**config.mk**
```make
export PLATFORM = sky130hd
export DESIGN_NAME = clkdiv_prog
export DESIGN_NICKNAME = d
export VERILOG_FILES = /design/src/rtl/clkdiv_pkg.sv /design/src/rtl/cdiv_ctrl_reg.sv /design/src/rtl/cdiv_decode.sv /design/src/rtl/cdiv_period.sv /design/src/rtl/clkdiv_prog.sv
export SDC_FILE = /design/constraint.sdc
export NUM_CORES = 1
export LEC_CHECK = 0
export ABC_AREA = 1
export CORE_ASPECT_RATIO = 0.5
export CORE_UTILIZATION = 50
export DETAILED_ROUTE_END_ITERATION = 8
export DONT_BUFFER_PORTS = 1
export HOLD_SLACK_MARGIN = 0.05
export PLACE_DENSITY = 0.7
export SETUP_SLACK_MARGIN = 0.3
export SLEW_MARGIN = 20
export SYNTH_ARGS = -nofsm -noshare
export SYNTH_HDL_FRONTEND = slang
export SYNTH_SLANG_ARGS = --single-unit
```
**constraint.sdc**
```tcl
create_clock -name clk -period 4.3 [get_ports clk]
set_input_delay 0.645 -clock clk [delete_from_list [all_inputs] [get_ports clk]]
set_output_delay 0.645 -clock clk [all_outputs]
set_load 0.02 [all_outputs]
```
**src/rtl/clkdiv_pkg.sv**
```systemverilog
package clkdiv_pkg;
   typedef enum logic [2:0] {
      DM_PLUS1 = 3'd0,
      DM_ONE   = 3'd1,
      DM_POW2  = 3'd2,
      DM_MAXZ  = 3'd3,
      DM_TABLE = 3'd4
   } div_mode_e;

   localparam int TBL_ENT_W = 16;
   localparam int TBL_N_DEF = 5;
   // Entry 0 is the lowest slice. Entry 3 has divisor 0 and ends the list.
   localparam logic [TBL_N_DEF-1:0][TBL_ENT_W-1:0] TBL_VAL_DEF =
      {16'd5, 16'd4, 16'd2, 16'd1, 16'd0};
   localparam logic [TBL_N_DEF-1:0][TBL_ENT_W-1:0] TBL_DIV_DEF =
      {16'd9, 16'd0, 16'd7, 16'd5, 16'd3};
endpackage

```
**src/rtl/cdiv_ctrl_reg.sv**
```systemverilog
module cdiv_ctrl_reg #(
   parameter bit          HIWORD    = 1'b0,
   parameter bit          READ_ONLY = 1'b0,
   parameter logic [31:0] RST_CTRL  = 32'h0000_0030
) (
   input  logic        clk,
   input  logic        rst_n,
   input  logic        wr_en,
   input  logic [31:0] wr_data,
   output logic [31:0] ctrl
);
   localparam int HALF = 16;

   logic [31:0] ctrl_q;
   logic [31:0] ctrl_nx;

   generate
      if (READ_ONLY) begin : g_locked
         assign ctrl_nx = ctrl_q;
      end else if (HIWORD) begin : g_masked
         logic [HALF-1:0] bit_we;
         assign bit_we  = wr_data[2*HALF-1:HALF];
         assign ctrl_nx = {{HALF{1'b0}},
                           (ctrl_q[HALF-1:0] & ~bit_we) | (wr_data[HALF-1:0] & bit_we)};
      end else begin : g_plain
         assign ctrl_nx = wr_data;
      end
   endgenerate

   always_ff @(posedge clk) begin
      if (!rst_n) begin
         ctrl_q <= RST_CTRL;
      end else if (wr_en) begin
         ctrl_q <= ctrl_nx;
      end
   end

   assign ctrl = ctrl_q;
endmodule

```
**src/rtl/cdiv_decode.sv**
```systemverilog
module cdiv_decode
   import clkdiv_pkg::*;
#(
   parameter div_mode_e MODE       = DM_PLUS1,
   parameter bit        ALLOW_ZERO = 1'b0,
   parameter int        WIDTH      = 4,
   parameter int        DIV_W      = 16,
   parameter int        TBL_N      = TBL_N_DEF,
   parameter logic [TBL_N-1:0][TBL_ENT_W-1:0] TBL_VAL = TBL_VAL_DEF,
   parameter logic [TBL_N-1:0][TBL_ENT_W-1:0] TBL_DIV = TBL_DIV_DEF
) (
   input  logic [WIDTH-1:0] field,
   output logic [DIV_W-1:0] div,
   output logic             valid
);
   localparam logic [DIV_W-1:0] ONE_D = DIV_W'(1);
   localparam logic [DIV_W-1:0] TOP_D = DIV_W'(1) << WIDTH;

   generate
      if (MODE == DM_PLUS1) begin : g_plus1
         assign div   = DIV_W'(field) + ONE_D;
         assign valid = 1'b1;
      end else if (MODE == DM_ONE) begin : g_one
         assign div   = (field == '0) ? ONE_D : DIV_W'(field);
         assign valid = (field != '0) || ALLOW_ZERO;
      end else if (MODE == DM_POW2) begin : g_pow2
         assign div   = ONE_D << field;
         assign valid = 1'b1;
      end else if (MODE == DM_MAXZ) begin : g_maxz
         assign div   = (field == '0) ? TOP_D : DIV_W'(field);
         assign valid = 1'b1;
      end else begin : g_table
         always_comb begin
            logic stop;
            stop  = 1'b0;
            div   = ONE_D;
            valid = 1'b0;
            for (int i = 0; i < TBL_N; i++) begin
               if (!stop) begin
                  if (TBL_DIV[i] == '0) begin
                     stop = 1'b1;
                  end else if (TBL_VAL[i] == TBL_ENT_W'(field)) begin
                     div   = DIV_W'(TBL_DIV[i]);
                     valid = 1'b1;
                     stop  = 1'b1;
                  end
               end
            end
         end
      end
   endgenerate
endmodule

```
**src/rtl/cdiv_period.sv**
```systemverilog
module cdiv_period #(
   parameter int DIV_W = 16
) (
   input  logic             clk,
   input  logic             rst_n,
   input  logic [DIV_W-1:0] next_div,
   output logic [DIV_W-1:0] active_div,
   output logic             clk_div,
   output logic             clk_en
);
   logic [DIV_W-1:0] cnt_q;
   logic [DIV_W-1:0] act_q;
   logic             out_q;
   logic             wrap;
   logic [DIV_W-1:0] cnt_inc;

   assign wrap    = (cnt_q == act_q - DIV_W'(1));
   assign cnt_inc = cnt_q + DIV_W'(1);

   always_ff @(posedge clk) begin
      if (!rst_n) begin
         cnt_q <= '0;
         act_q <= DIV_W'(1);
         out_q <= 1'b0;
      end else if (wrap) begin
         cnt_q <= '0;
         act_q <= next_div;
         out_q <= ((next_div >> 1) != '0);
      end else begin
         cnt_q <= cnt_inc;
         out_q <= (cnt_inc < (act_q >> 1));
      end
   end

   assign active_div = act_q;
   assign clk_div    = out_q;
   assign clk_en     = wrap;
endmodule

```
**src/rtl/clkdiv_prog.sv**
```systemverilog
module clkdiv_prog
   import clkdiv_pkg::*;
#(
   parameter div_mode_e   MODE       = DM_PLUS1,
   parameter bit          ALLOW_ZERO = 1'b0,
   parameter bit          HIWORD     = 1'b0,
   parameter bit          READ_ONLY  = 1'b0,
   parameter int          SHIFT      = 4,
   parameter int          WIDTH      = 4,
   parameter int          DIV_W      = 16,
   parameter logic [31:0] RST_CTRL   = 32'h0000_0030,
   parameter int          TBL_N      = TBL_N_DEF,
   parameter logic [TBL_N-1:0][TBL_ENT_W-1:0] TBL_VAL = TBL_VAL_DEF,
   parameter logic [TBL_N-1:0][TBL_ENT_W-1:0] TBL_DIV = TBL_DIV_DEF
) (
   input  logic             clk,
   input  logic             rst_n,
   input  logic             wr_en,
   input  logic [31:0]      wr_data,
   output logic [31:0]      rd_data,
   output logic [DIV_W-1:0] divisor,
   output logic             clk_div,
   output logic             clk_en,
   output logic             dec_err
);
   localparam int FIELD_TOP = SHIFT + WIDTH;
   localparam int REG_LIM   = HIWORD ? 16 : 32;

   if (WIDTH < 1 || FIELD_TOP > REG_LIM) begin : g_bad_field
      $error("divider field does not fit the writable register bits");
   end
   if (MODE == DM_POW2 && ((1 << WIDTH) - 1) >= DIV_W) begin : g_bad_pow2
      $error("DIV_W too small for power-of-two decode");
   end
   if (WIDTH >= DIV_W) begin : g_bad_divw
      $error("DIV_W must exceed WIDTH");
   end

   logic [31:0]      ctrl;
   logic [WIDTH-1:0] field;
   logic [DIV_W-1:0] dec_div;
   logic             dec_ok;
   logic [DIV_W-1:0] pend_q;
   logic             err_q;

   cdiv_ctrl_reg #(
      .HIWORD   (HIWORD),
      .READ_ONLY(READ_ONLY),
      .RST_CTRL (RST_CTRL)
   ) u_reg (
      .clk    (clk),
      .rst_n  (rst_n),
      .wr_en  (wr_en),
      .wr_data(wr_data),
      .ctrl   (ctrl)
   );

   assign field = ctrl[SHIFT +: WIDTH];

   cdiv_decode #(
      .MODE      (MODE),
      .ALLOW_ZERO(ALLOW_ZERO),
      .WIDTH     (WIDTH),
      .DIV_W     (DIV_W),
      .TBL_N     (TBL_N),
      .TBL_VAL   (TBL_VAL),
      .TBL_DIV   (TBL_DIV)
   ) u_dec (
      .field(field),
      .div  (dec_div),
      .valid(dec_ok)
   );

   // Last good ratio waits here until the running period ends.
   always_ff @(posedge clk) begin
      if (!rst_n) begin
         pend_q <= DIV_W'(1);
         err_q  <= 1'b0;
      end else begin
         err_q <= !dec_ok;
         if (dec_ok) begin
            pend_q <= dec_div;
         end
      end
   end

   cdiv_period #(
      .DIV_W(DIV_W)
   ) u_per (
      .clk       (clk),
      .rst_n     (rst_n),
      .next_div  (pend_q),
      .active_div(divisor),
      .clk_div   (clk_div),
      .clk_en    (clk_en)
   );

   assign rd_data = ctrl;
   assign dec_err = err_q;
endmodule

```
==> impl_metrics.py <==
metrics = {
    "placement": {
        "gp_congestion": 0.832,
        "place_hpwl_microns": 5040,
        "portBuffers": 0,
        "placed_cells": 542,
    },
    "timing": {
        "period_needed_ns": 3.30,
        "slew_headroom_pct": 43.8,
        "rsz0062_at_grt": "no",
        "slew_violations": 0,
        "whs_ns": 0.398,
        "fmax_ghz": 0.303,
        "hold_viol_final": 0,
        "skew_ns": 0.00424,
        "setup_viol": 0,
        "tightest_slew_ns": 0.838,
        "fin_tns_setup_ns": 0,
        "finalCritPeriodShare_pct": 76.7,
    },
    "pwr": {
        "switchingPower_w": 0.000924,
        "power_frac_comb_pct": 36.1,
        "power_w": 0.00225,
        "switching_share_pct": 41.0,
        "p_int_w": 0.00133,
        "p_leak_nw": 1.59,
        "p_seq_share_pct": 32.3,
        "p_clk_share_pct": 31.6,
        "max-vdd-ir-drop_mv": 0.281,
        "powerDensity_nw_per_um2": 657,
    },
    "final_layout": {
        "diodes": 0,
        "n_fill_cell": 545,
        "mostFrequentLayoutCells": "nand2_1 (111), nor2_1 (95), dfxtp_1 (59), inv_1 (38)",
        "areaGrowthSynthToFinish_pct": 8.98,
        "layout_commonest_cell": "nand2_1",
        "drive_above_1_share_pct": 10.1,
        "instances_no_fill": 558,
        "nets": 511,
    },
    "setup_path": {
        "critPathRequiredTime_ns": 3.65,
        "crit_path_cell_trace": "inv_2 > ha_1 > inv_1 > nor3_1 > ha_1 > inv_1 > nand2_1 > nand2_1 > nand4_1 > nor2_1 > nand2_1 > nor3_1",
        "crit_fanout": 6,
        "ff2ff_setup_slack_ns": 1.70,
        "worstSetupEndpointType": "output pin",
        "crit_family": "simple AND/OR/NAND/NOR gates",
        "arrival_ns": 2.66,
        "cpPeakStageDelay_ns": 0.52,
        "cp_common_cell": "nand2_1",
        "worst_setup_path_start_kind": "register",
        "path_class": "reg2out",
        "crit_slowest_cell": "dfxtp_1",
        "cp_num_buf_inv": 3,
    },
    "status": {
        "status": "finished, final reports clean",
    },
    "detailed_routing": {
        "wl_microns": 6970,
        "first_pass_iters": 4,
        "via_per_inst": 4.97,
        "vias": 2776,
        "drt.antenna.violating_nets": 0,
        "avgRoutedWirePerCell_microns": 12.5,
        "drt_iter0_markers": 137,
        "drc_errors": 0,
    },
    "grt": {
        "grt_pass1_wl_microns": 11600,
        "grt_pass1_vias": 2506,
        "grt.overflow.total": 0,
        "grt_max_degree": 44,
        "grt_usage_pct": 22.9,
        "antenna_found_initial": 0,
    },
    "logic_synthesis": {
        "yosysSeqAreaShare_pct": 37.5,
        "synthSimpleGateAreaFrac_pct": 39.6,
        "synthXorXnorAreaFrac_pct": 1.11,
        "synth_top_family_by_area": "simple AND/OR/NAND/NOR gates",
        "syn-instance-count": 474,
        "synth_cell_types": 31,
        "synth_fa_ha_area_share_pct": 2.78,
        "synth_compound_area_share_pct": 8.27,
        "ys_warn_count": 0,
        "syn_area_sq_um": 3150,
        "ys_ff_latch": 59,
        "muxShareOfSynthArea_pct": 0,
        "syn_area_per_cell_sq_um": 6.64,
    },
    "clocking": {
        "clkTransAtPathRegs_ns": 0.05,
        "insertion_delay_ns": 0.32,
        "cts_resized": 0,
        "cts.sinks": 59,
        "postCtsHoldBufs": 0,
        "ctsHtreeMaxLevel": 3,
        "cts_root_buffer": "clkbuf_16",
        "clockBufferDepth": 2,
        "cts_made_buffers": 9,
        "cts_tree": "yes",
        "post_cts_buffers": 0,
    },
    "die": {
        "num_rows": 19,
        "die_area_sq_um": 6640,
        "die_w_microns": 114,
        "start_util_pct": 54.5,
        "boundaryPins": 86,
        "die_y_microns": 58.1,
        "core_area_sq_um": 5780,
    },
    "job": {
        "maxCapViolations": 0,
    },
    "hold_path": {
        "min_path_type": "in2reg",
    },
}
[synth_stat cells (all sizes together)]
master | n | area share [%]
a21oi | 11 | 1.9
and2 | 2 | 0.40
buf | 17 | 4.1
clkbuf | 10 | 1.2
clkinv | 1 | 0.12
conb | 1 | 0.12
dfxtp | 59 | 38
ha | 7 | 2.8
inv | 44 | 5.2
nand2 | 116 | 15
nand3 | 39 | 6.9
nand4 | 8 | 1.6
nor2 | 111 | 15
nor3 | 4 | 0.64
o21ai | 38 | 6.2
o21bai | 1 | 0.24
or4 | 1 | 0.24
xor2 | 4 | 1.1
[layout make-up]
cell class	count	area [sq um]	share of cell area [%]
clock buffer	9	225	6.56
clock inverter	7	76.3	2.22
inverter	45	169	4.92
multi-input combinational	354	1670	48.8
sequential	59	1180	34.4
tap	84	105	3.06
[power groups by stage]
stage	Clock (W)	Combinational (W)	Sequential, W
after floorplan	0	0.000706	0.000716
after global placement	0	0.000811	0.000737
after detailed placement	0	0.000817	0.000739
after CTS	0.000722	0.000820	0.000728
after global routing	0.000750	0.000937	0.000738
final	0.000713	0.000814	0.000727
[cell families (layout without fill, tap and decap cells)]
logic type | count (synthesis) | after routing
adders and majority gates | 7 | 7
buffers and inverters | 72 | 61
and+or+nand+nor | 281 | 281
AOI/OAI and AO/OA | 50 | 50
DFF | 59 | 59
xor gates and xnor gates | 4 | 4
other | 1 | 12
[path summary, 6_finish.rpt]
check                            from             endpoint  cells past startpoint
hold reg to reg             pend_q[0]  u_per.active_div[0]                      2
setup / recovery  u_per.active_div[0]               clk_en                     12
setup reg to reg  u_per.active_div[0]  u_per.active_div[4]                     15
hold / removal                  rst_n            pend_q[0]                      1
[metal layers]
| layer | track usage [%] | wire [microns] |
|---|---|---|
| met2 | 36.7 | 3080 |
| met4 | 7.24 | 76 |
| met1 | 29.0 | 3270 |
| met5 | 0 | 0 |
| met3 | 8.58 | 542 |
[through the flow]
stage          cell area (sq um)  setup WS (ns)  util, %
5_1_grt                     3430          0.841     59.4
3_3_place_gp                3130           1.39     54.2
4_1_cts                     3430          0.985     59.4
6_report                    3430           1.00     59.4
2_1_floorplan               3190           1.55        -
3_5_place_dp                3130           1.34     54.2
[state kept, by name, indices dropped and copies added, names as in the netlist]
register / flops
u_reg.ctrl: 32
u_per.clk_div: 1
u_per.active_div: 5
pend_q: 5
u_per.cnt_q: 16
No activity file was read; power rests on OpenSTA's default activity.
